<file path="config.mk">
export PLATFORM = sky130hd
export DESIGN_NAME = gpio_window
export DESIGN_NICKNAME = d
export VERILOG_FILES = /design/src/rtl/gpio_window_pkg.sv /design/src/rtl/gpio_in_sync.sv /design/src/rtl/gpio_pin_bank.sv /design/src/rtl/gpio_inval_queue.sv /design/src/rtl/gpio_window.sv
export SDC_FILE = /design/constraint.sdc
export NUM_CORES = 1
export LEC_CHECK = 0
export ABC_AREA = 1
export BUFFER_PORTS_ARGS = -buffer_cell sky130_fd_sc_hd__buf_2
export CAP_MARGIN = 10
export CORE_MARGIN = 8
export CORE_UTILIZATION = 41
export CTS_CLUSTER_DIAMETER = 40
export DETAILED_ROUTE_END_ITERATION = 16
export SYNTH_ARGS = -nofsm -noshare
export SYNTH_HDL_FRONTEND = slang
export SYNTH_SLANG_ARGS = --single-unit
</file>
<file path="constraint.sdc">
create_clock -name clk -period 2.44 [get_ports clk]
set_input_delay 0 -clock clk [delete_from_list [all_inputs] [get_ports clk]]
set_output_delay 0 -clock clk [all_outputs]
set_load 0.02 [all_outputs]
</file>
<file path="src/rtl/gpio_window_pkg.sv">
package gpio_window_pkg;
  localparam int unsigned ADDR_W = 32;
  localparam int unsigned BYTE_W = 8;

  typedef enum logic [1:0] {
    SRC_NONE = 2'd0,
    SRC_OLD  = 2'd1,
    SRC_NEW  = 2'd2,
    SRC_PIN  = 2'd3
  } inval_src_e;

  // {hit on data byte, hit on direction byte}
  function automatic logic [1:0] window_decode(input logic [ADDR_W-1:0] addr,
                                               input logic [ADDR_W-1:0] base);
    logic en;
    en = (base != '0);
    return {en && (addr == base + 1'b1), en && (addr == base)};
  endfunction

  // Output pins show the stored bit, input pins show the synchronized level.
  function automatic logic [BYTE_W-1:0] data_view(input logic [BYTE_W-1:0] dir,
                                                  input logic [BYTE_W-1:0] data,
                                                  input logic [BYTE_W-1:0] pins);
    return (dir & data) | (~dir & pins);
  endfunction
endpackage

</file>
<file path="src/rtl/gpio_in_sync.sv">
module gpio_in_sync #(
  parameter int unsigned W      = 4,
  parameter int unsigned STAGES = 2
) (
  input  logic         clk,
  input  logic         rst_n,
  input  logic [W-1:0] pin_async,
  output logic [W-1:0] pin_sync,
  output logic [W-1:0] pin_change
);
  logic [W-1:0] chain [STAGES];
  logic [W-1:0] prev_q;

  always_ff @(posedge clk) begin
    if (!rst_n) begin
      for (int s = 0; s < STAGES; s++) chain[s] <= '0;
      prev_q <= '0;
    end else begin
      chain[0] <= pin_async;
      for (int s = 1; s < STAGES; s++) chain[s] <= chain[s-1];
      prev_q <= chain[STAGES-1];
    end
  end

  assign pin_sync   = chain[STAGES-1];
  assign pin_change = chain[STAGES-1] ^ prev_q;
endmodule

</file>
<file path="src/rtl/gpio_pin_bank.sv">
module gpio_pin_bank #(
  parameter int unsigned W = 4
) (
  input  logic         clk,
  input  logic         rst_n,
  input  logic         dir_we,
  input  logic         data_we,
  input  logic [W-1:0] wr_bits,
  input  logic [W-1:0] pin_sync,
  output logic [W-1:0] dir_q,
  output logic [W-1:0] data_q,
  output logic [W-1:0] pin_out
);
  for (genvar i = 0; i < W; i++) begin : g_pin
    logic dir_r;
    logic dat_r;

    always_ff @(posedge clk) begin
      if (!rst_n) begin
        dir_r <= 1'b0;
        dat_r <= 1'b0;
      end else if (dir_we) begin
        dir_r <= wr_bits[i];
        // a pin becoming (or staying) an input takes the pin level
        if (!wr_bits[i]) dat_r <= pin_sync[i];
      end else if (dir_r) begin
        if (data_we) dat_r <= wr_bits[i];
      end else begin
        // inputs keep tracking the pin, so a later switch to output drives it
        dat_r <= pin_sync[i];
      end
    end

    assign dir_q[i]   = dir_r;
    assign data_q[i]  = dat_r;
    assign pin_out[i] = dir_r & dat_r;
  end
endmodule

</file>
<file path="src/rtl/gpio_inval_queue.sv">
module gpio_inval_queue
  import gpio_window_pkg::*;
(
  input  logic              clk,
  input  logic              rst_n,
  input  logic              csr_we,
  input  logic [ADDR_W-1:0] base_old,
  input  logic [ADDR_W-1:0] base_new,
  input  logic              pin_evt,
  input  logic [ADDR_W-1:0] pin_addr,
  output logic              inval_valid,
  output logic [ADDR_W-1:0] inval_addr
);
  logic              old_v, new_v, pin_v;
  logic [ADDR_W-1:0] old_a, new_a, pin_a;
  inval_src_e        src;

  always_comb begin
    if (old_v)      src = SRC_OLD;
    else if (new_v) src = SRC_NEW;
    else if (pin_v) src = SRC_PIN;
    else            src = SRC_NONE;
  end

  always_comb begin
    unique case (src)
      SRC_OLD: inval_addr = old_a;
      SRC_NEW: inval_addr = new_a;
      SRC_PIN: inval_addr = pin_a;
      default: inval_addr = '0;
    endcase
  end
  assign inval_valid = (src != SRC_NONE);

  always_ff @(posedge clk) begin
    if (!rst_n) begin
      old_v <= 1'b0;
      new_v <= 1'b0;
      old_a <= '0;
      new_a <= '0;
    end else if (csr_we) begin
      old_v <= (base_old != '0);
      old_a <= base_old;
      new_v <= (base_new != '0);
      new_a <= base_new;
    end else begin
      if (src == SRC_OLD) old_v <= 1'b0;
      if (src == SRC_NEW) new_v <= 1'b0;
    end
  end

  always_ff @(posedge clk) begin
    if (!rst_n) begin
      pin_v <= 1'b0;
      pin_a <= '0;
    end else if (pin_evt) begin
      pin_v <= 1'b1;
      pin_a <= pin_addr;
    end else if (src == SRC_PIN) begin
      pin_v <= 1'b0;
    end
  end
endmodule

</file>
<file path="src/rtl/gpio_window.sv">
module gpio_window
  import gpio_window_pkg::*;
#(
  parameter int unsigned NPINS       = 4,
  parameter int unsigned SYNC_STAGES = 2
) (
  input  logic              clk,
  input  logic              rst_n,
  input  logic              bus_req,
  input  logic              bus_wr,
  input  logic [ADDR_W-1:0] bus_addr,
  input  logic [BYTE_W-1:0] bus_wdata,
  output logic [BYTE_W-1:0] bus_rdata,
  output logic              bus_hit,
  output logic              mem_req,
  input  logic              csr_we,
  input  logic [ADDR_W-1:0] csr_wdata,
  output logic [ADDR_W-1:0] csr_rdata,
  input  logic [NPINS-1:0]  pin_in,
  output logic [NPINS-1:0]  pin_out,
  output logic              inval_valid,
  output logic [ADDR_W-1:0] inval_addr
);
  localparam int unsigned PAD_W = BYTE_W - NPINS;

  logic [ADDR_W-1:0] base_q;
  logic [1:0]        hit_vec;
  logic              hit_dir, hit_dat, win_hit;
  logic              dir_we, data_we;
  logic [NPINS-1:0]  pin_sync, pin_change, dir_q, data_q;
  logic              pin_evt;
  logic [ADDR_W-1:0] pin_evt_addr;
  logic [BYTE_W-1:0] dir_byte, dat_byte;

  always_ff @(posedge clk) begin
    if (!rst_n)      base_q <= '0;
    else if (csr_we) base_q <= csr_wdata;
  end
  assign csr_rdata = base_q;

  assign hit_vec = window_decode(bus_addr, base_q);
  assign hit_dir = hit_vec[0];
  assign hit_dat = hit_vec[1];
  assign win_hit = bus_req && (hit_dir || hit_dat);
  assign bus_hit = win_hit;
  assign mem_req = bus_req && !(hit_dir || hit_dat);
  assign dir_we  = bus_req && bus_wr && hit_dir;
  assign data_we = bus_req && bus_wr && hit_dat;

  gpio_in_sync #(.W(NPINS), .STAGES(SYNC_STAGES)) u_sync (
    .clk        (clk),
    .rst_n      (rst_n),
    .pin_async  (pin_in),
    .pin_sync   (pin_sync),
    .pin_change (pin_change)
  );

  gpio_pin_bank #(.W(NPINS)) u_bank (
    .clk      (clk),
    .rst_n    (rst_n),
    .dir_we   (dir_we),
    .data_we  (data_we),
    .wr_bits  (bus_wdata[NPINS-1:0]),
    .pin_sync (pin_sync),
    .dir_q    (dir_q),
    .data_q   (data_q),
    .pin_out  (pin_out)
  );

  assign dir_byte = {{PAD_W{1'b0}}, dir_q};
  assign dat_byte = data_view(dir_byte, {{PAD_W{1'b0}}, data_q},
                              {{PAD_W{1'b0}}, pin_sync});

  always_comb begin
    bus_rdata = '0;
    if (bus_req && !bus_wr) begin
      if (hit_dir)      bus_rdata = dir_byte;
      else if (hit_dat) bus_rdata = dat_byte;
    end
  end

  assign pin_evt      = (base_q != '0) && |(pin_change & ~dir_q);
  assign pin_evt_addr = base_q + 1'b1;

  gpio_inval_queue u_inval (
    .clk         (clk),
    .rst_n       (rst_n),
    .csr_we      (csr_we),
    .base_old    (base_q),
    .base_new    (csr_wdata),
    .pin_evt     (pin_evt),
    .pin_addr    (pin_evt_addr),
    .inval_valid (inval_valid),
    .inval_addr  (inval_addr)
  );
endmodule

</file>
==> metrics.md <==
| Metric | Value |
|---|---|
| Leading cell type in the layout, fill and taps excluded | nand2_1 |
| Total GRT Usage | 0.241 |
| Final nets | 1,349 |
| Die Span Y | 147 um |
| Final Slew Violations | 0 |
| Via count | 7,843 |
| I/O Buffers | 151 |
| Global-route wire length before repair | 41.1 mm |
| Worst Setup EP | bus_rdata[0] |
| Worst min-delay path class | primary input to flop |
| Core box area | 0.0170 sq mm |
| CTS root buffer | clkbuf_16 |
| Final GP Congestion | 0.957 |
| CP Max Fanout | 7 |
| Syn Area/Cell | 6.77 sq um |
| FF-to-FF End | u_bank.g_pin[3].dat_r |
| Async S/R FF share, synth | 0 |
| CP delay by family, top | simple AND/OR/NAND/NOR gates |
| Largest net degree at the start of global routing | 101 |
| Floorplan row count | 48 |
| YS warnings | 0 |
| Post-place instance area | 0.00835 sq mm |
| Critical path required time | 2.44 ns |
| Crit start category | flop |
| Die ar. | 0.0216 sq mm |
| Top_reg_cell synth | dfxtp_1 |
| Pwr dens | 626 mW/mm^2 |
| Clk Latency, worst-skew pair | 0.42 ns |
| Max Cap Violations | 0 |
| # DRC | 0 |
| Clk sinks | 119 |
| Timing-limited maximum frequency | 359 MHz |
| Final setup fails | 10 |
| Vias/cell | 5.21 |
| Vias in the first global route | 7,544 |
| Share of cells above drive strength 1 | 0.282 |
| Synth Cell Area | 0.00703 sq mm |
| Synth-to-layout area growth | 37.3% |
| IR drop worst, VDD | 0.500 mV |
| Worst-path clk slew | 0.06 ns |
| Status | finished with violations |
| Crit end category | output port |
| CP max-delay cell | dfxtp_4 |
| Global route overflow | 0 |
| Most frequent cells in the layout | 205 x nand2_1, 145 x buf_2, 125 x o21ai_0 |
| RSZ-0062 raised after global routing | true |
| Ports | 160 |
| Count of buffer and inverter cells on the critical path | 2 |
| Final Util | 0.568 |
| Crit path kind | flop to output port |
| CTS tree | yes |
| Worst rel slew slack | 0.518 |
| Final WS setup | -0.347 ns |
| Antenna viol nets, final | 0 |
| Synth unique cells | 43 |
| Sequential fraction of the synthesis area | 0.339 |
| Initial antenna violation count | 0 |
| Drt pass-1 iters | 5 |
| Routed wire length | 26.3 mm |
| Min Tclk post-route | 2.79 ns |
| Mapped Cells | 1,037 |
| Worst R2R Setup Slack | -0.08 ns |
| Worst Tran Pin Value | 0.719 ns |
| Post-synth EDFFs | 0 |
| FF+latch count, synth | 119 |
| Crit. Startpoint | u_inval.new_a[0] |
| Filler cells | 1,635 |
| FF-to-FF path depth | 21 |
| DP HPWL | 19.6 mm |
| DIE WIDTH | 147 um |
| Slowest stage delay, CP | 0.39 ns |
| Leak | 4.44 nW |
| Failing checks | setup timing |
| Worst r2r src | u_inval.new_a[0] |
| Crit share post-route | 1.14 |
| Worst path depth | 18 |
| Most frequent CP cell | nand2_2 |
| Initial Util | 0.413 |
| 1st-iter DRT viols | 528 |
| Max Clock Skew | 0.00648 ns |
| Routed wire per std cell | 17.5 um |
| Final instance area | 0.00965 sq mm |
| CP cell instances | ha_4 -> nand2_4 -> nor2_8 -> nand2_2 -> nor2_4 -> nand2_1 -> nand2_2 -> nand2_2 -> clkinv_2 -> nand2_2 -> nor2_2 -> nand2_2 -> nor2_4 -> nand3_4 -> a21oi_4 -> nand2_4 -> a21oi_4 -> buf_6 |
| Final hold violations | 0 |
| Power Total | 6.04 mW |
| Inserted Clock Buffers | 17 |
| Clock buffer depth | 2 |
| H-tree levels | 4 |
| CP arrival | 2.79 ns |
[logic make-up after synthesis]
kind of cell             Yosys count  synth area share
buffers and inverters            174            0.0992
AO/OA/AOI/OAI                    279             0.224
other                              1          0.000534
XOR/XNOR                          46            0.0573
AND/OR/NAND/NOR                  416             0.276
flip-flops                       119             0.339
adder cells (fa/ha/maj)            2           0.00356
[cell usage after synthesis, types with 10 or more instances]
master,number,area (sq um)
nand3_1,38,190
dfxtp_1,119,2380
nor2_1,87,327
nand4_1,14,87.6
xnor2_1,20,175
nand2_2,13,81.3
o21ai_0,125,626
nor4_1,10,62.6
clkbuf_1,42,158
a22oi_1,32,240
nor2_2,11,68.8
nand2_1,213,800
a21oi_1,86,430
xor2_1,26,228
inv_1,102,383
[through the flow]
stage	TNS [ns]	setup WS [ns]	std cells	hold WS, ns
floorplan	0	0.119	1040	0.0976
global placement	-0.0555	-0.0205	1426	0.187
detailed placement	-0.128	-0.0371	1426	0.184
CTS	-1.94	-0.379	1500	0.103
global route	-3.66	-0.498	1503	0.125
finish	-2.06	-0.347	1504	0.114
[tightest hold or removal path, cell delays in order]
cell	delay, ns
buf_2	0.12
buf_12	0.22
nand2_1	0.10
inv_1	0.03
[registers in the layout, indices dropped and copies added, names as in the netlist]
name,cells
u_inval.new_a,32
u_inval.old_a,32
u_inval.pin_a,32
u_sync.chain,8
u_bank.g_pin.dat_r,4
u_bank.g_pin.dir_r,4
u_sync.prev_q,4
u_inval.new_v,1
u_inval.old_v,1
u_inval.pin_v,1
[what timing repair did]
| item | 4_1_cts | 5_1_grt |
|---|---|---|
| hold endpoints to repair | 44 | 0 |
| hold buffers | 40 | 0 |
| setup buffers | 3 | 3 |
| resized for setup | 38 | 34 |
| pin swaps | 15 | 12 |
| endpoints found under the setup margin | 10 | 10 |
[worst min-delay path by stage]
stage	slack, ns	cells after the start	to	from
floorplan	0.1	2	u_sync.chain[0][0]	pin_in[0]
global route	0.12	4	u_sync.chain[0][3]	rst_n
detailed placement	0.18	3	u_sync.chain[0][3]	pin_in[3]
global placement	0.19	3	u_sync.chain[0][1]	pin_in[1]
finish	0.11	4	u_sync.chain[0][7]	rst_n
CTS	0.10	4	u_sync.chain[0][4]	rst_n
[per-layer routing]
metal | vias to the layer above | GRT usage | wire length [um]
li1 | 3873 | - | -
met4 | 0 | 0.103 | 856
met3 | 54 | 0.0517 | 1630
met1 | 3634 | 0.314 | 11800
met5 | - | 0 | 0
met2 | 282 | 0.379 | 12000
[power breakdown]
part | internal (mW) | total [mW] | switching, mW
clock network | 1.72 | 2.62 | 0.902
logic | 0.448 | 1.20 | 0.754
registers | 2.10 | 2.22 | 0.120
[final cells by class]
type	count	area, sq um	share of cell area
flip-flops and latches	119	2410	0.250
clock inverters	10	153	0.0158
diodes	1	2.50	0.000259
repair buffers	268	1790	0.185
inverters	113	432	0.0447
well taps	225	282	0.0292
clock buffers	21	450	0.0467
multi-input cells	747	4130	0.428
No activity file was read; power rests on OpenSTA's default activity.
